--- config.mk ---
export PLATFORM = sky130hd
export DESIGN_NAME = ipv4_hdr_check
export DESIGN_NICKNAME = d
export VERILOG_FILES = /design/src/rtl/ipv4_chk_pkg.sv /design/src/rtl/ipv4_hdr_fields.sv /design/src/rtl/ipv4_csum_acc.sv /design/src/rtl/ipv4_hdr_check.sv
export SDC_FILE = /design/constraint.sdc
export NUM_CORES = 1
export LEC_CHECK = 0
export CORE_UTILIZATION = 40
export CTS_BUF_LIST = sky130_fd_sc_hd__clkbuf_8
export DETAILED_ROUTE_END_ITERATION = 6
export SYNTH_ARGS = -nofsm -noshare
export SYNTH_HDL_FRONTEND = slang
export SYNTH_HIERARCHICAL = 1
export SYNTH_SLANG_ARGS = --single-unit
--- constraint.sdc ---
create_clock -name clk -period 10.7 [get_ports clk]
set_input_delay 2.14 -clock clk [delete_from_list [all_inputs] [get_ports clk]]
set_output_delay 2.14 -clock clk [all_outputs]
set_load 0.02 [all_outputs]
--- src/rtl/ipv4_chk_pkg.sv ---
package ipv4_chk_pkg;
  localparam int MIN_HDR_BYTES = 20;
  localparam int MIN_IHL       = 5;
  localparam logic [3:0] IP_VERSION = 4'd4;

  typedef enum logic [2:0] {
    RSN_OK   = 3'd0,
    RSN_LINK = 3'd1,
    RSN_VER  = 3'd2,
    RSN_IHL  = 3'd3,
    RSN_TLEN = 3'd4,
    RSN_CSUM = 3'd5
  } reason_e;
endpackage

--- src/rtl/ipv4_hdr_fields.sv ---
// Captures the fixed header fields needed by the verdict logic.
module ipv4_hdr_fields #(
  parameter int IDX_W = 6
) (
  input  logic             clk,
  input  logic             rst,
  input  logic             en,
  input  logic [IDX_W-1:0] idx,
  input  logic [7:0]       data,
  output logic [3:0]       version,
  output logic [3:0]       ihl,
  output logic [15:0]      tot_len
);
  always_ff @(posedge clk) begin
    if (rst) begin
      version <= '0;
      ihl     <= '0;
      tot_len <= '0;
    end else if (en) begin
      case (idx)
        IDX_W'(0): begin
          version <= data[7:4];
          ihl     <= data[3:0];
        end
        IDX_W'(2): tot_len[15:8] <= data;
        IDX_W'(3): tot_len[7:0]  <= data;
        default: ;
      endcase
    end
  end
endmodule

--- src/rtl/ipv4_csum_acc.sv ---
// Running ones-complement sum; ok reflects the sum including the current byte.
module ipv4_csum_acc #(
  parameter int SUM_W = 22
) (
  input  logic clk,
  input  logic rst,
  input  logic en,
  input  logic start,
  input  logic low_half,
  input  logic [7:0] data,
  output logic ok
);
  logic [SUM_W-1:0] sum_q, sum_d, base, addend;
  logic [16:0] fold1;
  logic [16:0] fold2;

  always_comb begin
    base   = start ? '0 : sum_q;
    addend = low_half ? SUM_W'({8'h00, data}) : SUM_W'({data, 8'h00});
    sum_d  = base + addend;
    fold1  = {1'b0, sum_d[15:0]} + 17'(sum_d[SUM_W-1:16]);
    fold2  = {1'b0, fold1[15:0]} + 17'(fold1[16]);
    ok     = (fold2[15:0] == 16'hFFFF);
  end

  always_ff @(posedge clk) begin
    if (rst)     sum_q <= '0;
    else if (en) sum_q <= sum_d;
  end
endmodule

--- src/rtl/ipv4_hdr_check.sv ---
module ipv4_hdr_check
  import ipv4_chk_pkg::*;
#(
  parameter int LEN_W = 16,
  parameter int IHL_W = 4
) (
  input  logic             clk,
  input  logic             rst,
  input  logic             in_valid,
  input  logic             in_sop,
  input  logic [7:0]       in_data,
  input  logic [LEN_W-1:0] in_link_len,
  output logic             done,
  output logic             pass,
  output logic [2:0]       reason
);
  localparam int IDX_W = IHL_W + 2;
  localparam int SUM_W = 16 + IDX_W;

  logic             active_q;
  logic [IDX_W-1:0] idx_q, idx_cur;
  logic [IDX_W:0]   idx_nxt;
  logic [LEN_W-1:0] link_q, link_cur;
  logic             accept, link_end, hdr_end, last, len_short, sum_ok;
  logic [3:0]       f_ver, f_ihl;
  logic [15:0]      f_tlen;
  logic [IDX_W-1:0] hdr_bytes;
  reason_e          rsn;

  assign accept   = in_valid & (in_sop | active_q);
  assign idx_cur  = in_sop ? '0 : idx_q;
  assign link_cur = in_sop ? in_link_len : link_q;
  assign idx_nxt  = {1'b0, idx_cur} + 1'b1;

  ipv4_hdr_fields #(.IDX_W(IDX_W)) fields_i (
    .clk(clk), .rst(rst), .en(accept), .idx(idx_cur), .data(in_data),
    .version(f_ver), .ihl(f_ihl), .tot_len(f_tlen)
  );

  ipv4_csum_acc #(.SUM_W(SUM_W)) csum_i (
    .clk(clk), .rst(rst), .en(accept), .start(in_sop),
    .low_half(idx_cur[0]), .data(in_data), .ok(sum_ok)
  );

  always_comb begin
    hdr_bytes = (f_ihl < 4'(MIN_IHL)) ? IDX_W'(MIN_HDR_BYTES)
                                      : IDX_W'({f_ihl, 2'b00});
    link_end  = (LEN_W'(idx_nxt) >= link_cur);
    hdr_end   = (idx_cur != '0) && (idx_nxt == {1'b0, hdr_bytes});
    last      = accept & (link_end | hdr_end);
    len_short = (link_cur < LEN_W'(MIN_HDR_BYTES)) ||
                (link_cur < LEN_W'(hdr_bytes));
    if (len_short)                         rsn = RSN_LINK;
    else if (f_ver != IP_VERSION)          rsn = RSN_VER;
    else if (f_ihl < 4'(MIN_IHL))          rsn = RSN_IHL;
    else if (f_tlen < 16'({f_ihl, 2'b00})) rsn = RSN_TLEN;
    else if (!sum_ok)                      rsn = RSN_CSUM;
    else                                   rsn = RSN_OK;
  end

  always_ff @(posedge clk) begin
    if (rst) begin
      active_q <= 1'b0;
      idx_q    <= '0;
      link_q   <= '0;
      done     <= 1'b0;
      pass     <= 1'b0;
      reason   <= '0;
    end else begin
      done <= last;
      if (accept) begin
        idx_q    <= idx_nxt[IDX_W-1:0];
        link_q   <= link_cur;
        active_q <= ~last;
      end
      if (last) begin
        pass   <= (rsn == RSN_OK);
        reason <= rsn;
      end
    end
  end
endmodule


==> impl_metrics.csv, run 1 <==
group,metric,value,unit
worst_setup_path,setup.worst_path.start_class,"input pin",
drt,drc,0,
drt,routed_wl,13700,um
global_route,grt_pass1_vias,4516,
die,die_w,119,um
worst_setup_path,crit_fanout,32,
die,start_util,41.2,%
timing,fmax,0.112,GHz
drt,first_pass_iters,5,
clock_network,cts_buffers,9,
synthesis,yosysWarnings,6,
power,p_leak,2.45,nW
power,vdd_ir_drop_max,0.0000573,V
timing,fin_hold_ws,0.465,ns
timing,tns,0,ns
die,die_h,119,um
synthesis,avgSynthCellArea,8.24,um^2
clock_network,path_clk_slew,0.09,ns
worst_setup_path,cpMostUsedCell,"a21oi_1",
timing,clock_skew,0.0125,ns
die,fp.coreArea,13300,um^2
power,p_seq_share,42.3,%
clock_network,cts_tree,"done",
worst_setup_path,r2r-end,"reason[0]",
synthesis,synth_fp_nets,734,
cells_and_area,seq_area,1440,um^2
clock_network,holdBufCountCts,0,
power,clockPowerShare,38.0,%
clock_network,cts_max_level,3,
synthesis,synthesis.area,5470,um^2
synthesis,syn_inst,664,
cells_and_area,fillCellCount,1317,
worst_setup_path,required,10.93,ns
run,cap_violations,0,
global_route,grt_max_degree,83,
clock_network,cts.sinks,72,
hold_path,min_path_cells,2,
timing,fin_crit_sh,83.5,%
worst_setup_path,crit_arrival,9.16,ns
timing,tightest_slew,0.974,ns
global_route,grtUsageTotal,20.3,%
drt,via_per_inst,5.55,
timing,final_max_slew_viol_count,0,
cells_and_area,final_core_util,46.2,%
power,p_int,467,uW
worst_setup_path,crit_slowest_cell,"a311oi_1",
global_route,grt_overflow,0,
cells_and_area,finalNetCount,756,
worst_setup_path,reg2reg_depth,33,
power,switching_power,206,uW
drt,ant_nets,0,
global_route,use_met1,26.7,%
placed_design,globalplace.congestion,0.915,
hold_path,hold_path_class,"reg -> reg",
timing,period_needed,8.93,ns
placed_design,portBuffers,32,
hold_path,hold_path_end,"link_q[8]",
global_route,met3_usage,4.21,%
timing,setup_viol,0,
power,combPwrFrac,19.7,%
cells_and_area,drive_above_1_share,8.10,%
global_route,busiest_layer,"met2",
cells_and_area,syn_to_final_growth,12.3,%
worst_setup_path,r2r_start,"idx_q[0]",
power,fin_total_pwr,673,uW
power,p_sw_share,30.7,%
drt,vias,4811,
drt,avgRoutedWirePerCell,15.8,um
global_route,grt_antenna_before_repair,0,
placed_design,hpwl,10000,um
timing,grt_setup_unrepaired,"no",
clock_network,post-cts-setup-buffers,0,
clock_network,cts_resized,0,
timing,hold_viol,0,
power,powerDensity,110,nW/um^2
cells_and_area,final_cell_mix,"dfxtp_1 (72), nor2_1 (66), mux2i_1 (43)",
worst_setup_path,critPathCaptureType,"register",
die,rows,42,
die,io-pin-count,33,
cells_and_area,multi_input_area,3830,um^2
worst_setup_path,r2r_slack,3.57,ns
hold_path,hold_start,"link_q[8]",
global_route,globalRouteMet2Util,32.6,%
clock_network,clk_latency,0.37,ns
die,dieArea,14200,um^2
cells_and_area,diodes,0,
status,run_status,"finished, final reports clean",
worst_setup_path,slowest_delay,0.58,ns
timing,slew_headroom,34.2,%
global_route,grt_pass1_wl,22800,um
drt,drt_iter0_drc,296,
worst_setup_path,crit_type,"in -> reg",
clock_network,ctsRootBufferMaster,"clkbuf_8",
clock_network,clock_path_buffers,2,
cells_and_area,final_common_cell,"dfxtp_1",
## area by class of cell
class | count | share of cell area (%)
Timing Repair Buffer | 36 | 5.54
Clock buffer | 9 | 2.02
Tap cell | 176 | 3.58
Clock inverter | 7 | 1.67
Multi-Input combinational cell | 545 | 62.4
Inverter | 22 | 1.34
Sequential cell | 72 | 23.5
## metal layers
| metal | routed length [um] | up-vias |
|---|---|---|
| met5 | 0 | - |
| met4 | 251 | 0 |
| met3 | 635 | 21 |
| met2 | 6250 | 130 |
| met1 | 6590 | 2228 |
| li1 | - | 2432 |
## worst max-delay path: cells and delay by family
family / cells / cell delay (ns)
and+or+nand+nor: 7 / 0.96
AOI/OAI and AO/OA: 15 / 3.52
xor gates and xnor gates: 2 / 0.39
adders and majority gates: 4 / 1.34
buffers and inverters: 3 / 0.79
## power by group through the flow
stage               Sequential, mW  Clock (mW)  Combinational (mW)
floorplan                    0.289           0              0.0942
global placement             0.291           0               0.129
detailed placement           0.291           0               0.131
CTS                          0.285       0.264               0.132
global route                 0.287       0.273               0.146
finish                       0.285       0.256               0.132
## worst max-delay path by stage
stage | endpoint | depth (start not counted) | startpoint | slack (ns)
floorplan | reason[0] | 33 | in_sop | 2.07
global placement | reason[0] | 31 | in_sop | 1.72
detailed placement | reason[0] | 31 | in_sop | 1.45
CTS | reason[0] | 31 | in_sop | 1.84
global route | reason[0] | 35 | in_sop | 1.25
finish | reason[0] | 31 | in_sop | 1.77
## sequential cells by signal, indices dropped and copies added (netlist names)
name	flops
csum_i/sum_q	22
link_q	16
fields_i/tot_len	14
idx_q	6
fields_i/ihl	4
fields_i/version	4
reason	3
active_q	1
done	1
pass	1
## stage by stage
stage	worst slack (ns)	area [um^2]	cells
after floorplan	2.07	5470	664
after global placement	1.72	5920	851
after detailed placement	1.45	5920	851
after CTS	1.84	6150	867
after global routing	1.25	6150	867
final	1.77	6150	867
(Power assumes the default switching activity.)
==> run 2, diff against run 1 <==
clock period = 9 ns   (was 10.7 ns; I/O delays follow)
==> run 2 against run 1 <==
Count of clock-buffer cells in the layout is 2 higher; register-to-register slack got worse by 1.7 ns; sequential share of layout area increased by 0.077 points; first-iteration DRC count is 10% lower; highest routed layer unchanged; largest cell class unchanged.
==> impl_metrics.csv, run 2 (synthesis gave the netlist of run 1 again) <==
group,metric,value,unit
clock_network,clk_latency,0.36,ns
die,rows,42,
global_route,grt_antenna_before_repair,0,
worst_setup_path,cpLargestDelayFamily,"compound AO/OA/AOI/OAI gates",
timing,grt_setup_unrepaired,"no",
run,cap_violations,0,
clock_network,cts_max_level,3,
timing,tightest_slew,0.829,ns
die,fp.coreArea,13300,um^2
cells_and_area,final_core_util,46.1,%
placed_design,globalplace.congestion,0.841,
worst_setup_path,crit_fanout,24,
drt,top_layer_used,"met4",
power,p_leak,2.44,nW
worst_setup_path,setup.worst_path.start_class,"input pin",
cells_and_area,drive_above_1_share,8.36,%
drt,routed_wl,13600,um
cells_and_area,regMostFlops,"csum_i/sum_q",
drt,avgRoutedWirePerCell,15.6,um
power,powerDensity,121,nW/um^2
clock_network,ctsRootBufferMaster,"clkbuf_8",
global_route,grt_max_degree,83,
cells_and_area,fillCellCount,1308,
worst_setup_path,path_buf_inv,4,
drt,ant_nets,0,
placed_design,portBuffers,32,
cells_and_area,final_cell_mix,"dfxtp_1 (72), nor2_1 (66), mux2i_1 (43)",
clock_network,cts_resized,0,
timing,period_needed,8.26,ns
global_route,grt_pass1_wl,22700,um
drt,drc,0,
hold_path,hold_path_class,"reg -> reg",
drt,drt_iter0_drc,265,
clock_network,cts_buffers,9,
clock_network,clock_path_buffers,2,
cells_and_area,reg.largest.list,"csum_i/sum_q x22, link_q x16, fields_i/tot_len x14",
timing,slew_headroom,44.7,%
timing,fin_hold_ws,0.456,ns
timing,tns,0,ns
global_route,grt_overflow,0,
die,die_w,119,um
power,vdd_ir_drop_max,0.0000682,V
timing,final_max_slew_viol_count,0,
placed_design,hpwl,10300,um
drt,via_per_inst,5.42,
cells_and_area,largest_reg_flops,22,
worst_setup_path,crit_slowest_cell,"o21ai_0",
cells_and_area,finalNetCount,759,
die,die_h,119,um
drt,wl_met3,425,um
die,dieArea,14200,um^2
global_route,grt_pass1_vias,4606,
worst_setup_path,slowest_delay,0.51,ns
drt,met1_length,6420,um
status,run_status,"finished, final reports clean",
drt,wl_met2,6500,um
worst_setup_path,required,9.22,ns
timing,fmax,0.121,GHz
cells_and_area,syn_to_final_growth,12.0,%
clock_network,cts_tree,"done",
die,io-pin-count,33,
drt,vias,4713,
clock_network,holdBufCountCts,0,
timing,setup_viol,0,
timing,clock_skew,0.00715,ns
cells_and_area,final_common_cell,"dfxtp_1",
global_route,grtUsageTotal,20.0,%
clock_network,post-cts-setup-buffers,0,
drt,first_pass_iters,5,
timing,hold_viol,0,
worst_setup_path,critPathCaptureType,"register",
clock_network,cts.sinks,72,
timing,fin_crit_sh,91.8,%
worst_setup_path,crit_type,"in -> reg",
worst_setup_path,crit_arrival,8.48,ns
cells_and_area,diodes,0,
clock_network,path_clk_slew,0.08,ns
die,start_util,41.2,%
run 2: cell types whose count changed in the layout (fill, tap and decap cells not counted):
cell	delta
inv_1	+1
inv_8	-1
clkinvlp_4	+2
buf_4	+3
clkbuf_8	+2
inv_6	-1
clkinv_4	-1
bufinv_16	-2
run 2: final cells by class:
class / instances / area (um^2) / area share [%]
timing repair buffer: 39 / 363 / 5.92
clock buffer: 11 / 151 / 2.47
clock inverter: 5 / 32.5 / 0.531
sequential: 72 / 1440 / 23.5
tap: 176 / 220 / 3.59
multi-input combinational: 545 / 3830 / 62.6
inverter: 22 / 82.6 / 1.35
run 2: worst register-to-register path, delay by kind of cell, from the launching register on:
family / cells / cell delay, ns
AO/OA/AOI/OAI: 15 / 3.04
XOR/XNOR: 2 / 0.34
adder cells (fa/ha/maj): 5 / 1.37
flip-flops: 1 / 0.38
buffers and inverters: 3 / 0.42
AND/OR/NAND/NOR: 9 / 1.47
run 2: path summary, 6_finish.rpt:
path         slack [ns]         end  cells after the start  startpoint
min                0.46  link_q[13]                      2  link_q[13]
max reg2reg        1.86   reason[0]                     34    idx_q[0]
max                0.74   reason[0]                     35      in_sop
min reg2reg        0.46  link_q[13]                      2  link_q[13]
run 2: power breakdown:
group / total (mW) / leakage [nW] / switching, mW / internal [mW]
Combinational: 0.156 / 1.77 / 0.0915 / 0.0646
Sequential: 0.339 / 0.586 / 0.00815 / 0.331
Clock: 0.244 / 0.0927 / 0.130 / 0.114
Total: 0.739 / 2.44 / 0.230 / 0.510
run 2: metrics by stage:
| step | instances | instance area [um^2] | worst slack (ns) | power, mW |
|---|---|---|---|---|
| after global routing | 870 | 6130 | 0.123 | 0.782 |
| after global placement | 854 | 5940 | 0.628 | 0.500 |
| final | 870 | 6130 | 0.741 | 0.739 |
| after detailed placement | 854 | 5940 | 0.479 | 0.503 |
| after floorplan | 664 | 5470 | 0.713 | 0.456 |
| after CTS | 870 | 6130 | 0.835 | 0.749 |
run 2: routing by layer:
layer	GRT usage, %	vias up
met5	0	-
met4	5.70	0
met3	4.45	14
met2	34.1	64
met1	25.2	2187
li1	-	2448
